### config.mk
export PLATFORM = sky130hd
export DESIGN_NAME = scaled_add_unit
export DESIGN_NICKNAME = d
export VERILOG_FILES = /design/src/rtl/sadd_pkg.sv /design/src/rtl/sadd_decode.sv /design/src/rtl/sadd_operand.sv /design/src/rtl/sadd_core.sv /design/src/rtl/scaled_add_unit.sv
export SDC_FILE = /design/constraint.sdc
export NUM_CORES = 1
export LEC_CHECK = 0
export CAP_MARGIN = 20
export CORE_ASPECT_RATIO = 0.8
export CORE_MARGIN = 2
export CORE_UTILIZATION = 40
export DETAILED_ROUTE_END_ITERATION = 8
export DONT_BUFFER_PORTS = 1
export PLACE_DENSITY = 0.59
export SLEW_MARGIN = 25
export SYNTH_ARGS = -nofsm -noshare
export SYNTH_HDL_FRONTEND = slang
export SYNTH_SLANG_ARGS = --single-unit
### constraint.sdc
create_clock -name clk -period 5.57 [get_ports clk]
set_input_delay 0.2785 -clock clk [delete_from_list [all_inputs] [get_ports clk]]
set_output_delay 0.2785 -clock clk [all_outputs]
set_load 0.02 [all_outputs]
### src/rtl/sadd_pkg.sv
package sadd_pkg;
    localparam int DATA_W   = 32;
    localparam int INSTR_W  = 64;
    localparam int REG_W    = 8;
    localparam int SHAMT_W  = 5;

    // field positions the decoder relies on
    localparam int DEST_LO   = 0;
    localparam int STD_UPD   = 47;
    localparam int STD_NEGB  = 48;
    localparam int STD_NEGA  = 49;
    localparam int STD_SH_LO = 39;
    localparam int I32_UPD   = 52;
    localparam int I32_SH_LO = 53;

    typedef enum logic [1:0] {
        FORM_REG   = 2'd0,
        FORM_CBUF  = 2'd1,
        FORM_IMM20 = 2'd2,
        FORM_IMM32 = 2'd3
    } form_e;

    typedef struct packed {
        logic zero;
        logic sign;
        logic carry;
        logic ovf;
    } flags_t;

    typedef struct packed {
        logic [REG_W-1:0]   dest;
        logic               upd;
        logic               neg_a;
        logic               neg_b;
        logic [SHAMT_W-1:0] shamt;
    } ctl_t;

    typedef enum logic {
        ST_IDLE = 1'b0,
        ST_HOLD = 1'b1
    } out_state_e;
endpackage

### src/rtl/sadd_decode.sv
module sadd_decode
    import sadd_pkg::*;
(
    input  logic [INSTR_W-1:0] instr,
    input  form_e              form,
    output ctl_t               ctl
);
    always_comb begin
        ctl.dest = instr[DEST_LO +: REG_W];
        unique case (form)
            FORM_IMM32: begin
                ctl.upd   = instr[I32_UPD];
                ctl.neg_a = 1'b0;
                ctl.neg_b = 1'b0;
                ctl.shamt = instr[I32_SH_LO +: SHAMT_W];
            end
            default: begin
                ctl.upd   = instr[STD_UPD];
                ctl.neg_a = instr[STD_NEGA];
                ctl.neg_b = instr[STD_NEGB];
                ctl.shamt = instr[STD_SH_LO +: SHAMT_W];
            end
        endcase
    end

    // bits consumed by other stages (A source index, immediates, opcode)
    logic unused_instr;
    assign unused_instr = ^{instr[INSTR_W-1:I32_SH_LO+SHAMT_W],
                            instr[I32_UPD-1:STD_NEGA+1],
                            instr[STD_UPD-1:STD_SH_LO+SHAMT_W],
                            instr[STD_SH_LO-1:DEST_LO+REG_W]};
endmodule

### src/rtl/sadd_operand.sv
module sadd_operand #(
    parameter int W = 32
) (
    input  logic [W-1:0] a_in,
    input  logic [W-1:0] b_in,
    input  logic         neg_a,
    input  logic         neg_b,
    output logic [W-1:0] a_out,
    output logic [W-1:0] b_out,
    output logic         plus_one,
    output logic         inc_carry,
    output logic         inc_ovf
);
    logic [W-1:0] b_inc;

    assign plus_one = neg_a & neg_b;
    assign {inc_carry, b_inc} = {1'b0, b_in} + {{W{1'b0}}, 1'b1};
    assign inc_ovf = ~b_in[W-1] & b_inc[W-1];

    always_comb begin
        if (plus_one) begin
            a_out = a_in;
            b_out = b_inc;
        end else begin
            a_out = neg_a ? (~a_in + 1'b1) : a_in;
            b_out = neg_b ? (~b_in + 1'b1) : b_in;
        end
    end
endmodule

### src/rtl/sadd_core.sv
module sadd_core
    import sadd_pkg::*;
#(
    parameter int W  = 32,
    parameter int SW = 5
) (
    input  logic [W-1:0]  a_p,
    input  logic [W-1:0]  b_p,
    input  logic [SW-1:0] shamt,
    input  logic          plus_one,
    input  logic          inc_carry,
    input  logic          inc_ovf,
    output logic [W-1:0]  sum,
    output flags_t        flags
);
    localparam int MSB = W - 1;
    logic [W-1:0] scaled;
    logic         add_c;
    logic         add_v;

    assign scaled = a_p << shamt;
    assign {add_c, sum} = {1'b0, scaled} + {1'b0, b_p};
    assign add_v = (scaled[MSB] == b_p[MSB]) && (sum[MSB] != scaled[MSB]);

    always_comb begin
        flags.zero  = (sum == '0);
        flags.sign  = sum[MSB];
        flags.carry = add_c | (plus_one & inc_carry);
        flags.ovf   = add_v | (plus_one & inc_ovf);
    end
endmodule

### src/rtl/scaled_add_unit.sv
module scaled_add_unit
    import sadd_pkg::*;
(
    input  logic        clk,
    input  logic        rst,
    input  logic        in_valid,
    input  logic [63:0] in_instr,
    input  logic [1:0]  in_form,
    input  logic [31:0] in_a,
    input  logic [31:0] in_b,
    output logic        out_valid,
    output logic [31:0] out_result,
    output logic [7:0]  out_dest,
    output logic [3:0]  out_flags,
    output logic        out_flag_we
);
    ctl_t         ctl;
    logic [31:0]  a_p, b_p, sum;
    logic         plus_one, inc_c, inc_v;
    flags_t       nf;
    out_state_e   state, state_nx;

    sadd_decode u_dec (
        .instr (in_instr),
        .form  (form_e'(in_form)),
        .ctl   (ctl)
    );

    sadd_operand #(.W(DATA_W)) u_opr (
        .a_in      (in_a),
        .b_in      (in_b),
        .neg_a     (ctl.neg_a),
        .neg_b     (ctl.neg_b),
        .a_out     (a_p),
        .b_out     (b_p),
        .plus_one  (plus_one),
        .inc_carry (inc_c),
        .inc_ovf   (inc_v)
    );

    sadd_core #(.W(DATA_W), .SW(SHAMT_W)) u_core (
        .a_p       (a_p),
        .b_p       (b_p),
        .shamt     (ctl.shamt),
        .plus_one  (plus_one),
        .inc_carry (inc_c),
        .inc_ovf   (inc_v),
        .sum       (sum),
        .flags     (nf)
    );

    // next-state: ISSUE / STREAM / DRAIN / REST
    always_comb begin
        unique case (state)
            ST_IDLE: state_nx = in_valid ? ST_HOLD : ST_IDLE;
            ST_HOLD: state_nx = in_valid ? ST_HOLD : ST_IDLE;
            default: state_nx = ST_IDLE;
        endcase
    end

    always_ff @(posedge clk) begin
        if (rst) state <= ST_IDLE;
        else     state <= state_nx;
    end

    assign out_valid = (state == ST_HOLD);

    always_ff @(posedge clk) begin
        if (rst) begin
            out_result  <= '0;
            out_dest    <= '0;
            out_flags   <= '0;
            out_flag_we <= 1'b0;
        end else begin
            out_flag_we <= in_valid & ctl.upd;
            if (in_valid) begin
                out_result <= sum;
                out_dest   <= ctl.dest;
                if (ctl.upd) out_flags <= nf;
            end
        end
    end

    // ---------------- assertions ----------------
    a_r3_imm32_no_neg: assert property (@(posedge clk) disable iff (rst)
        (in_form == 2'd3) |-> (!ctl.neg_a && !ctl.neg_b));

    a_r10_valid_follows: assert property (@(posedge clk) disable iff (rst)
        in_valid |=> out_valid);

    a_r10_we_needs_valid: assert property (@(posedge clk) disable iff (rst)
        out_flag_we |-> out_valid);

    a_r9_flags_hold: assert property (@(posedge clk) disable iff (rst)
        ($past(!rst) && !out_flag_we) |-> $stable(out_flags));

    a_r7_zero_sign: assert property (@(posedge clk) disable iff (rst)
        out_flag_we |-> (out_flags[3] == (out_result == 32'd0)
                         && out_flags[2] == out_result[31]));
endmodule

-- Word level (Yosys, flattened, before mapping)
Cells that the tools add are included.
- eq/ne operators: 3
- add/sub/neg operators: 4
- multiplexer cells: 6
- reductions and logical operators: 3
- shift operators: 1
- bitwise operators: 10
- operator list (kind ; number):
    two-way mux 32 bit ; 4
    adder 32 x 1 -> 32 bit (second input constant) ; 2
    inverter 32 bit ; 2
    adder 32 x 1 -> 33 bit (second input constant) ; 1
    adder 32 x 32 -> 33 bit ; 1
    zero test 32 bit ; 1
    left shift 32 x 5 -> 32 bit ; 1
    two-way mux 8 bit ; 1
    AND 1 bit ; 5
    == test 2 bit (second input constant) ; 1
    OR 1 bit ; 2
    AND reduction 2 bit ; 1
    == test 1 bit ; 1
    logical AND 1 bit ; 1
    two-way mux 1 bit ; 1
    != test 1 bit ; 1
    inverter 1 bit ; 1
- logic and storage cells: 32
- bits in registers: 46
- input port bits: 133
- output and inout port bits: 46

-- Logic depth before layout (Yosys ltp)
Gate-level depths: netlist of the first run.
- depth in word-level cells: 9
- mapped depth: 23

-- Modules after synthesis
Synthesis of the first run repeated with hierarchy kept, for this count alone.
- cell total of the unflattened synthesis: 1043
- area, all modules: 7531.0 µm²
- by module, submodules not included (module ; cells each ; instances ; area each (µm²)):
    sadd_core ; 562 ; 1 ; 3741.1
    sadd_operand ; 311 ; 1 ; 1964.4
    scaled_add_unit ; 153 ; 1 ; 1676.6
    sadd_decode ; 17 ; 1 ; 148.9

-- Least setup slack after synthesis of the first run
Ideal clock, no wire load.
- path type: input port to flip-flop
- from: in in_form[0]
- to: reg out_flags[3]
- data required time: 5.511 ns
- setup time: 0.059 ns
- buffers on the path: 4
- arrival time: 4.728 ns
- setup slack: 0.783 ns
- cell stages on the path: 19
- cells stage by stage: and2_1 -> buf_2 -> buf_2 -> mux2i_1 -> clkbuf_1 -> clkbuf_1 -> nand2_1 -> nor2_1 -> inv_1 -> fa_1 -> nand2b_1 -> a211o_1 -> a41oi_1 -> a211o_1 -> a211oi_1 -> or4_1 -> a2111oi_0 -> nand4_1 -> nand2_1
- word-level cells in the longest chain between the ends: 7
- elaborated cells on any way between the ends: 11
- classes of those cells: add/sub (1); eq/ne (1); shift (1); mux (5); bitwise (1); reduce/logical (2)
- RTL lines (element ; line ; text):
    start: declaration ; scaled_add_unit.sv:8 ; input logic [1:0] in_form,
    == test 2 bit * ; sadd_decode.sv:10 ; unique case (form)
    two-way mux 8 bit * ; sadd_decode.sv:10 ;
    two-way mux 32 bit or AND 1 bit (tied branches) ; sadd_operand.sv:25, sadd_operand.sv:16 ;
    two-way mux 32 bit ; sadd_operand.sv:21 ; if (plus_one) begin
    left shift 32 x 5 -> 32 bit ; sadd_core.sv:21 ; assign scaled = a_p << shamt;
    adder 32 x 32 -> 33 bit ; sadd_core.sv:22 ; assign {add_c, sum} = {1'b0, scaled} + {1'b0, b_p};
    zero test 32 bit ; sadd_core.sv:26 ; flags.zero = (sum == '0);
    end signal: assignment ; scaled_add_unit.sv:79 ; if (ctl.upd) out_flags <= nf;
    end: declaration ; scaled_add_unit.sv:14 ; output logic [3:0] out_flags,
Mark *: on every way between the ends. The rest lies on a longest branch, timed or not.
A chain may end at the register's enable or synchronous reset.

-- Worst setup path after layout of the first run
- from: in in_a[5]
- to: reg out_flags[3]
- word-level cells in the longest chain between the ends: 7
- RTL lines (element ; line ; text):
    start: declaration ; scaled_add_unit.sv:9 ; input logic [31:0] in_a,
    inverter 32 bit ; sadd_operand.sv:25 ; a_out = neg_a ? (~a_in + 1'b1) : a_in;
    adder 32 x 1 -> 32 bit ; sadd_operand.sv:25 ;
    two-way mux 32 bit ; sadd_operand.sv:25 ;
    two-way mux 32 bit * ; sadd_operand.sv:21 ;
    left shift 32 x 5 -> 32 bit * ; sadd_core.sv:21 ;
    adder 32 x 32 -> 33 bit * ; sadd_core.sv:22 ;
    zero test 32 bit * ; sadd_core.sv:26 ;
Marked as above.

==> impl_metrics.json, run 1 <==
{
  "cts_resized": 0,
  "synth_nets": 1291,
  "synth-main-ff-cell": "dfxtp_1",
  "run_status": "complete, no violations",
  "slew_headroom_pct": 34.7,
  "clk_latency_ns": 0.28,
  "initial_utilization_pct": 40.8,
  "grt_busiest_layer": "met1",
  "synth_seq_area_share_pct": 11.9,
  "max_freq_mhz": 198,
  "peakVddDrop_v": 0.000156,
  "finalCritPeriodShare_pct": 90.5,
  "clockRootBuffer": "clkbuf_16",
  "ctsLongestPathBuffers": 2,
  "cap_violations": 0,
  "drive_above_1_share_pct": 6.84,
  "clk_pin_slew_ns": 0.06,
  "n_fill_cell": 2061,
  "drtIter0Drc": 826,
  "yosysWarnings": 0,
  "synth_top_area_share_pct": 11.9,
  "cts_tree": "yes",
  "ant_nets": 0,
  "drt_pass1_iterations": 7,
  "cp-start-kind": "input pin",
  "drc": 0,
  "rsz0062_at_grt": "false",
  "r2r-start": "out_result[23]$_SDFFE_PP0P_",
  "first_global_vias": 7357,
  "yosys.cell_types.count": 77,
  "finalWirelength_mm": 25.8,
  "grt_max_degree": 48,
  "fp-row-count": 45,
  "cp_max_fo": 5,
  "yosys-top-cells-area": "dfxtp_1 12%, mux2i_1 9.2%, nor2_1 6.6%",
  "critPathKind": "input pin to flip-flop",
  "gp_congestion": 0.949,
  "yosys-top-cells-count": "136 x nor2_1, 103 x nand2_1, 79 x a21oi_1",
  "diodes": 0,
  "postSynthCellCount": 1121,
  "ys_seq_elements": 46,
  "antenna_found_initial": 0,
  "period_needed_ns": 5.04,
  "viasPerCell": 6.22,
  "hpwl_mm": 21.0,
  "core_sq_um": 19000,
  "final_nets": 1265,
  "synth.cell_area_sq_um": 7740,
  "report.final.slew_viol_count": 0,
  "yosysTopAreaCell": "dfxtp_1",
  "ioPinCount": 179,
  "cts_hold_buf": 0,
  "post_drt_wl_per_cell_um": 19.1,
  "holdWs_ns": 0.0619,
  "grt_overflow": 0,
  "yosys.cell_count.top_type": "nor2_1",
  "die_y_um": 128,
  "synth-edff-count": 0,
  "worstMarginPinSlew_ns": 0.970,
  "r2r_slack_ns": 4.70,
  "grt_usage_pct": 23.9,
  "p_per_area_nw_per_um2": 244,
  "min_from": "rst",
  "hold_class": "input pin to flip-flop",
  "p_leak_nw": 3.19,
  "cts_buffers": 5,
  "grt_first_pass_wirelength_mm": 40.0,
  "finalHoldViolations": 0,
  "grtUsageMet3_pct": 6.25,
  "use_met1_pct": 37.4,
  "synth-async-reset-ratio_pct": 0,
  "regArea_sq_um": 921,
  "arrival_ns": 5.27,
  "die_area_sq_um": 20500,
  "clkSinkCount": 46,
  "h-tree-depth": 2,
  "fin_skew_ns": 0,
  "syn_area_per_cell_sq_um": 6.90,
  "setup_viol": 0,
  "cp-end-kind": "flip-flop",
  "fin_tns_setup_ns": 0,
  "multi_input_area_sq_um": 6460,
  "use_met2_pct": 33.0,
  "required_ns": 5.80,
  "crit_start": "in_a[5]",
  "cts_setup_buffers": 0,
  "port_buffers": 0,
  "vias": 8428,
  "die_w_um": 160,
  "areaGrowthSynthToFinish_pct": 6.68
}
## cells in the final DEF (no fill, tap or decap), types with 7 or more instances in the layout
cell         n
mux2i_1     70
o211ai_1    17
and3_1      17
nor3_1      37
ha_1        36
inv_1       22
nand2b_1    11
a221oi_1     7
and2_1      18
or3_1       14
buf_4       39
nand2_1    103
nor2b_1      7
o2111ai_1    7
nand4_1     30
nor4_1      13
a311oi_1     8
dfxtp_1     46
o21a_1       7
mux2_2       8
a21oi_1     79
o21ai_0     65
xor2_1      35
nand3_1     35
or4_1        7
xnor2_1     38
o21bai_1     7
a21o_1       8
a211oi_1    27
o31ai_1     15
nor2_1     135
a31oi_1     15
## final cells by class
class                   count  share of cell area, %
repair buffers             39                   3.55
multi-input cells         980                   78.3
clock buffers               5                   1.52
well taps                 258                   3.91
clock inverters             3                  0.530
inverters                  23                   1.05
flip-flops and latches     46                   11.2
## critical path, stage by stage
cell and delay, ns:
or4_1 0.61, nor4_1 0.38, o221ai_1 0.23, mux2_2 0.32, mux2i_1 0.18, mux2i_1 0.13
a21oi_1 0.35, nor2_1 0.10, ha_1 0.41, buf_4 0.18, a211oi_1 0.29, o211a_1 0.25
o21bai_1 0.10, o21ai_0 0.46, and3_1 0.27, o311ai_0 0.13, a2111oi_0 0.37, nand4_1 0.14
nand2_1 0.08
## state kept, by name, indices dropped and copies added (netlist names)
register / cells
out_valid: 1
out_flags: 4
out_dest: 8
out_flag_we: 1
out_result: 32
## path summary, 6_finish.rpt
path	depth (start not counted)	endpoint
worst max-delay path	19	out_flags[3]$_SDFFE_PP0P_
worst min-delay path	1	out_result[24]$_SDFFE_PP0P_
worst max register to register	2	out_result[23]$_SDFFE_PP0P_
worst min register to register	2	out_result[27]$_SDFFE_PP0P_
## power by group
group          internal, W  leakage [nW]  switching, W
Combinational     0.000478          2.72      0.000730
Clock             0.000212        0.0842      0.000122
Sequential        0.000379         0.380     0.0000940
## cell families after synthesis
| logic type | count (synthesis) | share of synthesized area [%] |
|---|---|---|
| DFF | 46 | 11.9 |
| adders and majority gates | 37 | 6.08 |
| AOI/OAI and AO/OA | 329 | 28.4 |
| muxes | 81 | 10.9 |
| and+or+nand+nor | 460 | 29.7 |
| xor gates and xnor gates | 73 | 8.26 |
| buffers and inverters | 95 | 4.75 |
## layer usage
metal	part of all wire (%)	vias up
li1	-	4157
met1	49	3915
met2	39	346
met3	11	10
met4	0.57	0
met5	0	-
## metrics by stage
step / instance area [sq um] / std cells / power, W / utilization [%] / worst slack (ns)
finish: 8260 / 1354 / 0.00202 / 43.5 / 0.527
global route: 8260 / 1354 / 0.00215 / 43.5 / 0.187
CTS: 8260 / 1354 / 0.00199 / 43.5 / 0.625
detailed placement: 8090 / 1346 / 0.00165 / 42.6 / 0.328
global placement: 8090 / 1346 / 0.00165 / 42.6 / 0.391
floorplan: 7740 / 1121 / 0.00135 / - / 0.783
Power figures use the tool's default switching activity.
==> run 2, diff against run 1 <==
SYNTH_HIERARCHICAL = 1   (was unset)
==> impl_metrics.json, run 2 <==
{
  "crit_top_cell": "or3_4",
  "finalWirelength_mm": 23.4,
  "diodes": 0,
  "cts_setup_buffers": 0,
  "synth_top_area_share_pct": 12.2,
  "dpl_cell_area_sq_um": 8300,
  "drt_pass1_iterations": 6,
  "synth-compound-area-share_pct": 21.5,
  "gp_congestion": 1.00,
  "die_w_um": 157,
  "whs_path_depth": 1,
  "drive_above_1_share_pct": 17.9,
  "finalCritPeriodShare_pct": 99.4,
  "clkSinkCount": 46,
  "post-place-cells": 1336,
  "finalHoldViolations": 0,
  "syn_area_per_cell_sq_um": 7.22,
  "yosys.cell_types.count": 86,
  "p_per_area_nw_per_um2": 266,
  "hpwl_mm": 19.2,
  "holdWs_ns": 0.0430,
  "areaGrowthSynthToFinish_pct": 13.4,
  "ctsLongestPathBuffers": 2,
  "largest_register": "out_result",
  "n_fill_cell": 1876,
  "ioPinCount": 179,
  "synth.area.mux_share_pct": 14.9,
  "report.final.slew_viol_count": 0,
  "clk_pin_slew_ns": 0.07,
  "crit_path_top_delay_cell": "or4_1",
  "cts_tree": "yes",
  "grt_first_pass_wirelength_mm": 37.7,
  "synth-main-ff-cell": "dfxtp_1",
  "antenna_found_initial": 0,
  "required_ns": 5.80,
  "slew_headroom_pct": 57.5,
  "fp-row-count": 44,
  "layout_commonest_cell": "nor2_1",
  "yosys-top-cells-count": "135 x nor2_1, 125 x nand2_1, 74 x mux2i_1",
  "yosys.area_share.simple_pct": 27.7,
  "critPathKind": "input pin to flip-flop",
  "hold_class": "input pin to flip-flop",
  "hold_end": "out_flags[2]$_SDFFE_PP0P_",
  "arrival_ns": 5.77,
  "synth_nets": 1213,
  "multi_input_area_sq_um": 6140,
  "reg2reg_depth": 2,
  "p_leak_nw": 3.58,
  "yosys-top-cells-area": "dfxtp_1 12%, mux2i_1 9.8%, xnor2_1 6.9%",
  "synth_seq_area_share_pct": 12.2,
  "run_status": "complete, no violations",
  "grt_overflow": 0,
  "clk_latency_ns": 0.29,
  "cts_buffers": 5,
  "drc": 0,
  "h-tree-depth": 2,
  "clockRootBuffer": "clkbuf_16",
  "mostFrequentLayoutCells": "135 x nor2_1, 125 x nand2_1, 124 x buf_4",
  "yosysWarnings": 6,
  "yosys.cell_count.top_type": "nor2_1",
  "regArea_sq_um": 921,
  "fin_skew_ns": 0,
  "port_buffers": 0,
  "finalNonFillerCells": 1344,
  "setup_viol": 0,
  "r2r-start": "out_flags[3]$_SDFFE_PP0P_",
  "drtIter0Drc": 748,
  "r2r_slack_ns": 4.66,
  "viasPerCell": 5.77,
  "rsz0062_at_grt": "true",
  "vias": 7756,
  "peakVddDrop_v": 0.000138,
  "period_needed_ns": 5.54,
  "synth-edff-count": 0,
  "yosysTopAreaCell": "dfxtp_1",
  "largest_reg_flops": 32,
  "r2r_end": "out_flags[3]$_SDFFE_PP0P_",
  "grt_max_degree": 51,
  "die_area_sq_um": 19900,
  "final_area_sq_um": 8540,
  "initial_utilization_pct": 41.2,
  "cp-end-kind": "flip-flop",
  "synth-async-reset-ratio_pct": 0,
  "post_drt_wl_per_cell_um": 17.4,
  "core_sq_um": 18300,
  "synthAdderAreaFrac_pct": 6.25,
  "ant_nets": 0,
  "top_regs": "out_result (32), out_dest (8), out_flags (4)",
  "cts_hold_buf": 0,
  "ys_seq_elements": 46,
  "max_freq_mhz": 181,
  "synth.cell_area_sq_um": 7530,
  "synth_top_family_by_area": "simple AND/OR/NAND/NOR gates",
  "die_y_um": 127,
  "first_global_vias": 7154,
  "synth_xor_area_share_pct": 10.1,
  "worstMarginPinSlew_ns": 0.631,
  "max_stage_delay_ns": 0.48,
  "min_from": "rst",
  "cp_max_fo": 4,
  "cp-start-kind": "input pin",
  "final_nets": 1260,
  "postSynthCellCount": 1043,
  "grt_usage_pct": 23.2,
  "cap_violations": 0
}
## run 2: cell types whose count changed after synthesis, moves of 10 or more
| cell | before | now |
|---|---|---|
| and2_1 | 18 | 6 |
| buf_6 | 0 | 10 |
| o21ai_0 | 65 | 55 |
| nand2_1 | 103 | 125 |
| mux4_2 | 2 | 13 |
| nor3_1 | 37 | 24 |
| a21oi_1 | 79 | 66 |
| a211oi_1 | 27 | 15 |
| xnor2_1 | 38 | 59 |
| clkbuf_1 | 58 | 44 |
| buf_4 | 0 | 14 |
## run 2: where the power goes
group	switching (W)	leakage, nW	total, W	internal, W
registers	0.000104	0.380	0.000489	0.000385
clock network	0.000128	0.0735	0.000309	0.000180
logic	0.000778	3.12	0.00148	0.000698
total	0.00101	3.58	0.00227	0.00126
## run 2: timing repair
item / 4_1_cts / 5_1_grt
resized for setup: 8 / 11
pin swaps: 4 / 8
endpoints found under the setup margin: 1 / 2
cloned: 0 / 0
## run 2: cell type report
| cell class | count | share of cell area, % |
|---|---|---|
| Inverter | 20 | 0.879 |
| Clock inverter | 2 | 0.191 |
| Tap cell | 253 | 3.71 |
| Clock buffer | 6 | 1.63 |
| Sequential cell | 46 | 10.8 |
| Timing Repair Buffer | 124 | 10.9 |
| Multi-Input combinational cell | 893 | 71.9 |
## run 2: metal layers
metal  vias up  share of wire (%)  GRT usage [%]
li1       3888                  -              -
met1      3606                 47           33.9
met2       250                 45           37.0
met3        12                8.0           4.24
met4         0               0.60           2.03
met5         -                  0              0
## run 2: worst max path at each step
| stage | start | to | slack [ns] | cells after the start |
|---|---|---|---|---|
| after floorplan | in_a[4] | out_flags[3]$_SDFFE_PP0P_ | 0.007 | 25 |
| after global placement | in_a[4] | out_flags[3]$_SDFFE_PP0P_ | -0.45 | 23 |
| after detailed placement | in_a[4] | out_flags[3]$_SDFFE_PP0P_ | -0.57 | 23 |
| after CTS | in_a[4] | out_flags[3]$_SDFFE_PP0P_ | 0.03 | 26 |
| after global routing | in_a[4] | out_flags[3]$_SDFFE_PP0P_ | -0.35 | 26 |
| final | in_a[4] | out_flags[3]$_SDFFE_PP0P_ | 0.03 | 26 |
## run 2: through the flow
step / utilization [%] / setup TNS (ns) / setup slack [ns] / total power (W)
CTS: 46.5 / 0 / 0.0266 / 0.00227
global route: 46.7 / -0.352 / -0.352 / 0.00245
finish: 46.7 / 0 / 0.0334 / 0.00227
global placement: 45.4 / -0.451 / -0.451 / 0.00193
floorplan: - / 0 / 0.00745 / 0.00145
detailed placement: 45.4 / -0.568 / -0.568 / 0.00194
## run 2: worst max-delay path: cells and delay by family
family,cells,cell delay (ns)
AOI/OAI and AO/OA,8,1.11
xor gates and xnor gates,1,0.17
adders and majority gates,1,0.32
buffers and inverters,3,0.37
muxes,1,0.21
and+or+nand+nor,12,3.30
## run 2: logic make-up (layout without fill, tap and decap cells)
logic type | count (synthesis) | after routing
muxes | 95 | 95
buffers and inverters | 104 | 152
AOI/OAI and AO/OA | 245 | 245
and+or+nand+nor | 430 | 430
DFF | 46 | 46
adders and majority gates | 37 | 37
xor gates and xnor gates | 86 | 86
